**src/rtl/sdiv_pkg.sv**
```systemverilog
package sdiv_pkg;

    localparam logic [7:0] OFS_DVD = 8'h00;
    localparam logic [7:0] OFS_DVS = 8'h04;
    localparam logic [7:0] OFS_QUO = 8'h08;
    localparam logic [7:0] OFS_REM = 8'h0C;
    localparam logic [7:0] OFS_STS = 8'h10;

    typedef enum logic [2:0] {
        SEL_DVD,
        SEL_DVS,
        SEL_QUO,
        SEL_REM,
        SEL_STS,
        SEL_NONE
    } sel_e;

    function automatic sel_e decode(input logic [7:0] a);
        case (a)
            OFS_DVD: return SEL_DVD;
            OFS_DVS: return SEL_DVS;
            OFS_QUO: return SEL_QUO;
            OFS_REM: return SEL_REM;
            OFS_STS: return SEL_STS;
            default: return SEL_NONE;
        endcase
    endfunction

endpackage

```
**src/rtl/sdiv_core.sv**
```systemverilog
module sdiv_core #(
    parameter int DW = 32,
    parameter int VW = 16
) (
    input  logic          clk,
    input  logic          rst_n,
    input  logic          start_i,
    input  logic          abort_i,
    input  logic [DW-1:0] dvd_i,
    input  logic [VW-1:0] dvs_i,
    output logic          busy_o,
    output logic [DW-1:0] quo_o,
    output logic [DW-1:0] rem_o
);

    localparam int CW = $clog2(DW + 1);

    typedef struct packed {
        logic          busy;
        logic [CW-1:0] cnt;
        logic [VW:0]   acc;
        logic [DW-1:0] shq;
        logic [VW-1:0] dmag;
        logic          qneg;
        logic          rneg;
        logic [DW-1:0] quo;
        logic [VW-1:0] rem;
    } core_st_t;

    core_st_t s_d, s_q;

    logic [DW-1:0] dvd_mag;
    logic [VW-1:0] dvs_mag;
    logic [VW:0]   trial;
    logic          fits;
    logic [VW-1:0] rem_mag;

    always_comb begin
        s_d     = s_q;
        dvd_mag = dvd_i[DW-1] ? (~dvd_i + 1'b1) : dvd_i;
        dvs_mag = dvs_i[VW-1] ? (~dvs_i + 1'b1) : dvs_i;
        // shift in the next dividend bit and try to subtract the divisor magnitude
        trial   = {s_q.acc[VW-1:0], s_q.shq[DW-1]};
        fits    = (trial >= {1'b0, s_q.dmag});
        rem_mag = s_q.acc[VW-1:0];

        if (start_i) begin
            s_d.cnt  = '0;
            s_d.acc  = '0;
            s_d.shq  = dvd_mag;
            s_d.dmag = dvs_mag;
            s_d.qneg = dvd_i[DW-1] ^ dvs_i[VW-1];
            s_d.rneg = dvd_i[DW-1];
            if (dvs_i == '0) begin
                s_d.busy = 1'b0;
                s_d.quo  = '1;
                s_d.rem  = dvd_i[VW-1:0];
            end else begin
                s_d.busy = 1'b1;
            end
        end else if (abort_i) begin
            s_d.busy = 1'b0;
        end else if (s_q.busy) begin
            if (s_q.cnt == CW'(DW)) begin
                // final step: apply the signs and publish the results
                s_d.busy = 1'b0;
                s_d.quo  = s_q.qneg ? (~s_q.shq + 1'b1) : s_q.shq;
                s_d.rem  = s_q.rneg ? (~rem_mag + 1'b1) : rem_mag;
            end else begin
                s_d.acc = fits ? (trial - {1'b0, s_q.dmag}) : trial;
                s_d.shq = {s_q.shq[DW-2:0], fits};
                s_d.cnt = s_q.cnt + 1'b1;
            end
        end
    end

    always_ff @(posedge clk or negedge rst_n) begin
        if (!rst_n) s_q <= '0;
        else        s_q <= s_d;
    end

    assign busy_o = s_q.busy;
    assign quo_o  = s_q.quo;
    assign rem_o  = {{(DW-VW){s_q.rem[VW-1]}}, s_q.rem};

endmodule

```
**src/rtl/sdiv_regfile.sv**
```systemverilog
module sdiv_regfile
    import sdiv_pkg::*;
#(
    parameter int AW = 5,
    parameter int DW = 32,
    parameter int VW = 16
) (
    input  logic          clk,
    input  logic          rst_n,
    input  logic [AW-1:0] addr,
    input  logic [DW-1:0] wdata,
    input  logic          wr_en,
    input  logic          rd_en,
    output logic [DW-1:0] rdata,
    output logic          ready,
    input  logic          busy_i,
    input  logic [DW-1:0] quo_i,
    input  logic [DW-1:0] rem_i,
    output logic          start_o,
    output logic          abort_o,
    output logic [DW-1:0] dvd_o,
    output logic [VW-1:0] dvs_o,
    output logic          zero_o
);

    typedef struct packed {
        logic [DW-1:0] dvd;
        logic [VW-1:0] dvs;
        logic          zero;
    } reg_st_t;

    reg_st_t r_d, r_q;
    sel_e    sel;
    logic    unused_hi;

    assign sel       = decode(8'(addr));
    assign unused_hi = ^wdata[DW-1:VW];

    always_comb begin
        r_d = r_q;
        if (wr_en) begin
            case (sel)
                SEL_DVD: r_d.dvd = wdata;
                SEL_DVS: begin
                    r_d.dvs  = wdata[VW-1:0];
                    r_d.zero = (wdata[VW-1:0] == '0);
                end
                default: ;
            endcase
        end
    end

    always_ff @(posedge clk or negedge rst_n) begin
        if (!rst_n) r_q <= '0;
        else        r_q <= r_d;
    end

    always_comb begin
        rdata = '0;
        if (rd_en) begin
            case (sel)
                SEL_DVD: rdata = r_q.dvd;
                SEL_DVS: rdata = DW'(r_q.dvs);
                SEL_QUO: rdata = quo_i;
                SEL_REM: rdata = rem_i;
                SEL_STS: rdata = DW'({r_q.zero, 1'b0});
                default: rdata = '0;
            endcase
        end
    end

    assign ready   = !(rd_en && busy_i && (sel == SEL_QUO || sel == SEL_REM));
    assign start_o = wr_en && (sel == SEL_DVS);
    assign abort_o = wr_en && (sel == SEL_DVD) && busy_i;
    assign dvd_o   = r_q.dvd;
    assign dvs_o   = wdata[VW-1:0];
    assign zero_o  = r_q.zero;

endmodule

```
**src/rtl/sdiv_periph.sv**
```systemverilog
module sdiv_periph #(
    parameter int AW = 5,
    parameter int DW = 32,
    parameter int VW = 16
) (
    input  logic          clk,
    input  logic          rst_n,
    input  logic [AW-1:0] addr,
    input  logic [DW-1:0] wdata,
    input  logic          wr_en,
    input  logic          rd_en,
    output logic [DW-1:0] rdata,
    output logic          ready
);

    logic          busy_w;
    logic          start_w;
    logic          abort_w;
    logic          zero_w;
    logic [DW-1:0] dvd_w;
    logic [VW-1:0] dvs_w;
    logic [DW-1:0] quo_w;
    logic [DW-1:0] rem_w;

    sdiv_regfile #(.AW(AW), .DW(DW), .VW(VW)) u_regs (
        .clk     (clk),
        .rst_n   (rst_n),
        .addr    (addr),
        .wdata   (wdata),
        .wr_en   (wr_en),
        .rd_en   (rd_en),
        .rdata   (rdata),
        .ready   (ready),
        .busy_i  (busy_w),
        .quo_i   (quo_w),
        .rem_i   (rem_w),
        .start_o (start_w),
        .abort_o (abort_w),
        .dvd_o   (dvd_w),
        .dvs_o   (dvs_w),
        .zero_o  (zero_w)
    );

    sdiv_core #(.DW(DW), .VW(VW)) u_core (
        .clk     (clk),
        .rst_n   (rst_n),
        .start_i (start_w),
        .abort_i (abort_w),
        .dvd_i   (dvd_w),
        .dvs_i   (dvs_w),
        .busy_o  (busy_w),
        .quo_o   (quo_w),
        .rem_o   (rem_w)
    );

endmodule

```
**config.mk**
```make
export PLATFORM = sky130hd
export DESIGN_NAME = sdiv_periph
export DESIGN_NICKNAME = d
export VERILOG_FILES = /design/src/rtl/sdiv_pkg.sv /design/src/rtl/sdiv_core.sv /design/src/rtl/sdiv_regfile.sv /design/src/rtl/sdiv_periph.sv
export SDC_FILE = /design/constraint.sdc
export NUM_CORES = 1
export LEC_CHECK = 0
export ABC_AREA = 1
export CAP_MARGIN = 20
export CORE_UTILIZATION = 30
export DETAILED_ROUTE_END_ITERATION = 8
export PLACE_DENSITY = 0.54
export SYNTH_ARGS = -nofsm -noshare
export SYNTH_HDL_FRONTEND = slang
export SYNTH_SLANG_ARGS = --single-unit
```
**constraint.sdc**
```tcl
create_clock -name clk -period 3.65 [get_ports clk]
set_input_delay 1.095 -clock clk [delete_from_list [all_inputs] [get_ports clk]]
set_output_delay 1.095 -clock clk [all_outputs]
set_load 0.05 [all_outputs]
```
==> key figures <==
Worst hold path
  • Worst hold-check path type: flip-flop to flip-flop
  • Min-delay src: u_core.s_q[56]$_DFFE_PN0P_

Clocking
  • CTS tree: built
  • Cts bufs inserted: 17
  • Clk_lat worst skew: ~0.45 ns
  • CTS Sinks: roughly 170
  • Post-CTS Hold Buffers: 0
  • Clk buf depth: 2
  • H-tree depth: 4
  • CTS clock-pin slew for the worst setup and hold paths: 0.07 ns
  • CTS Root Cell: clkbuf_16

Yosys
  • Post-synth ARST share: 100.0%
  • Post-Syn Area: between 0.01 and 0.015 mm2
  • Synth warn: 0
  • Count of different cell masters after synthesis: 44
  • EDFF count, synth: 0
  • Cells after Synth: around 1700
  • Sequential fraction of the synthesis area: 36.90%
  • Top_reg_cell synth: dfrtp_1
  • Avg Inst Size Synth: 6.750 um2
  • #FFs+latches synth: 169
  • Post-synthesis net count: approximately 1800

STA
  • Final WS setup: 0.03844 ns
  • Tmin final: 3.612 ns
  • Clk_skew: ~0.016 ns
  • Post-route setup TNS: 0 ns
  • RSZ-0062 raised after global routing: false
  • Final-report max-slew violation count: 0
  • Fmax: between 200 and 300 MHz
  • Number of endpoints failing setup at the final stage: 0
  • Hold Violations, Final: 0
  • Final period util: between 90% and 100%
  • Rel. slew slack: between 50 and 60%
  • Worst-Margin Slew: a little over 0.7 ns

Finish
  • ANT cells: 0
  • Most frequent cells in the layout: nand2_1 (434), inv_1 (234), nand3_1 (175)
  • Area added between synthesis and finish: 24.53%
  • Fin nets: 1845
  • Layout cell share with drive strength beyond 1: between 10% and 20%
  • Post-layout instance area: about 0.014 mm2
  • Commonest non-fill, non-tap cell in the layout: nand2_1

Run
  • Max Cap Viol: 0

Worst setup path
  • Slowest stage cell, crit path: dlygate4sd2_1
  • Critical path startpoint: addr[2]
  • Critical Path RT: ~2.6 ns
  • Critical Path End Type: output pin
  • Crit path max-delay family: buffers and inverters
  • Max stage delay on crit path: between 0.3 and 0.4 ns
  • Cell mode on critical path: buf_12
  • Setup crit start kind: primary input
  • Critical-path maximum fanout: 5
  • Worst-path cell chain: dlygate4sd2_1 -> inv_1 -> nand3_4 -> buf_12 -> o22ai_4 -> a221oi_2 -> nor2_2 -> buf_12
  • Buffers & Inverters on Critical Path: 4
  • R2r startpoint: u_core.rem_mag[11]$_DFFE_PN0P_
  • Crit Path Class: primary input to output pin
  • CP arrival: approximately 2.5 ns

Power and ir drop
  • Leak pwr: a little under 7 nW
  • PwrDens: ~640 mW/mm2
  • Maximum vdd ir drop: 410.4 uV

Placed design
  • Placer Congestion: approximately 0.91
  • DP HPWL: approximately 32000 um
  • Port bufs: 73
  • DP Worst Slack: -0.3039 ns
  • Dpl cell area: roughly 0.013 mm2

Global route
  • Largest net degree at the start of global routing: 69
  • First-pass GRT wire length: roughly 64000 um
  • Remaining Overflow, GRT: 0
  • Initial antenna violation count: 0
  • GRT Overall Usage: about 22%
  • Vias in the first global route: 11059

Floorplanning
  • Core box area: around 0.038 mm2
  • Die Wd: 197.5 um
  • # rows: slightly above 70
  • Die area: 0.03899 mm2
  • IO Count: 74
  • Starting Density: a little under a third
  • Die extent in y: between 150 and 200 um

Routing
  • Drt drc: 0
  • TritonRoute pass-1 iters: 5
  • Via/cell ratio: 5.148
  • Total Wirelength: about 41000 um
  • Metal3 WL: 2406 um
  • DRT antenna net count: 0
  • Max Used Layer: met4
  • Met2 routed WL: ~19000 um
  • Metal-1 WL: 18760 um
  • WL per Instance: between 15 and 20 um
  • Initial DRC Count: between 1000 and 1500
  • Vias: about 12000

Status
  • Status: completed
==> state kept, by name, summed over array words and instances (netlist names) <==
name,flops
u_core.rem_o,16
u_regs.dvd_o,32
u_core.busy_o,1
u_core.rem_mag,16
u_core.quo_o,32
u_regs.zero_o,1
u_core.s_q,56
u_regs.r_q,15
==> layout make-up <==
class                      instances  area (um2)
clock buffer                      18       439.2
clock inverter                    12       118.9
fill                            4022       23390
inverter                         257       968.4
multi-input combinational       1206        6172
sequential                       169        4229
tap                              511       639.4
timing repair buffer             130        1707
==> cell usage after synthesis, types with 5 or more instances <==
library cell,number,area [um2]
a21oi_1,90,450.4
a221oi_1,14,122.6
a22oi_1,6,45.04
a32oi_1,6,52.55
buf_1,10,37.54
buf_2,20,100.1
buf_4,5,37.54
buf_6,9,101.4
clkbuf_1,22,82.58
dfrtp_1,169,4229
ha_1,22,275.3
inv_1,250,938.4
inv_2,6,22.52
nand2_1,435,1633
nand3_1,177,885.9
nand3b_1,5,37.54
nand4_1,28,175.2
nor2_1,184,690.7
nor3_1,15,75.07
o211ai_1,11,82.58
o21ai_0,89,445.4
o21ai_1,18,90.09
o21bai_1,6,45.04
o221ai_1,20,175.2
o22ai_1,23,143.9
xnor2_1,7,61.31
xor2_1,13,113.9
==> final timing paths <==
| path | depth (start not counted) | to | slack, ns |
|---|---|---|---|
| worst max-delay path | 8 | rdata[8] | 0.04 |
| worst min-delay path | 2 | u_core.s_q[56]$_DFFE_PN0P_ | 0.49 |
| worst max register to register | 11 | u_core.rem_mag[12]$_DFFE_PN0P_ | 1.06 |
| worst min register to register | 2 | u_core.s_q[56]$_DFFE_PN0P_ | 0.49 |
| max in group asynchronous | 2 | u_core.quo_o[8]$_DFFE_PN0P_ | 2.13 |
| min in group asynchronous | 1 | u_core.quo_o[26]$_DFFE_PN0P_ | 0.65 |
==> cells by family (layout without fill, tap and decap cells) <==
kind of cell / count (synthesis) / count (layout) / share of synthesized area (%)
AOI/OAI and AO/OA: 296 / 296 / 15.27
xor gates and xnor gates: 20 / 20 / 1.528
and+or+nand+nor: 867 / 867 / 32.18
adders and majority gates: 23 / 23 / 2.576
DFF: 169 / 169 / 36.90
buffers and inverters: 323 / 417 / 11.55
==> metal layers <==
| metal | vias up | GRT usage (%) |
|---|---|---|
| li1 | 5719 | - |
| met1 | 5714 | 29.97 |
| met2 | 368 | 33.74 |
| met3 | 54 | 2.766 |
| met4 | 0 | 8.556 |
| met5 | - | 0 |
==> metrics by stage <==
stage,std cells,util [%],hold slack [ns],power (mW)
floorplan,1698,-,0.4492,5.904
global placement,2265,35.46,0.4654,7.150
detailed placement,2265,35.46,0.4659,7.190
CTS,2301,37.51,0.4923,9.045
global route,2303,37.90,0.5190,9.814
finish,2303,37.90,0.4883,9.077
==> tightest hold or removal path, delay by kind of cell, from the launching register on <==
family / cells / cell delay (ns)
simple gates: 1 / 0.05
compound gates: 1 / 0.06
flops: 1 / 0.34
==> power by group <==
| group | internal (mW) | total (mW) | leakage (nW) | switching, mW |
|---|---|---|---|---|
| Clock | 0.962 | 1.81 | 0.271 | 0.846 |
| Sequential | 2.42 | 3.02 | 1.99 | 0.601 |
| Combinational | 1.45 | 4.25 | 4.67 | 2.80 |
==> timing repair <==
action | 4_1_cts | 5_1_grt
cloned | 0 | 2
pin swaps | 6 | 10
gates resized for setup | 37 | 38
endpoints found under the setup margin | 32 | 31
buffers inserted | 6 | 0
No activity file was read; power rests on OpenSTA's default activity.
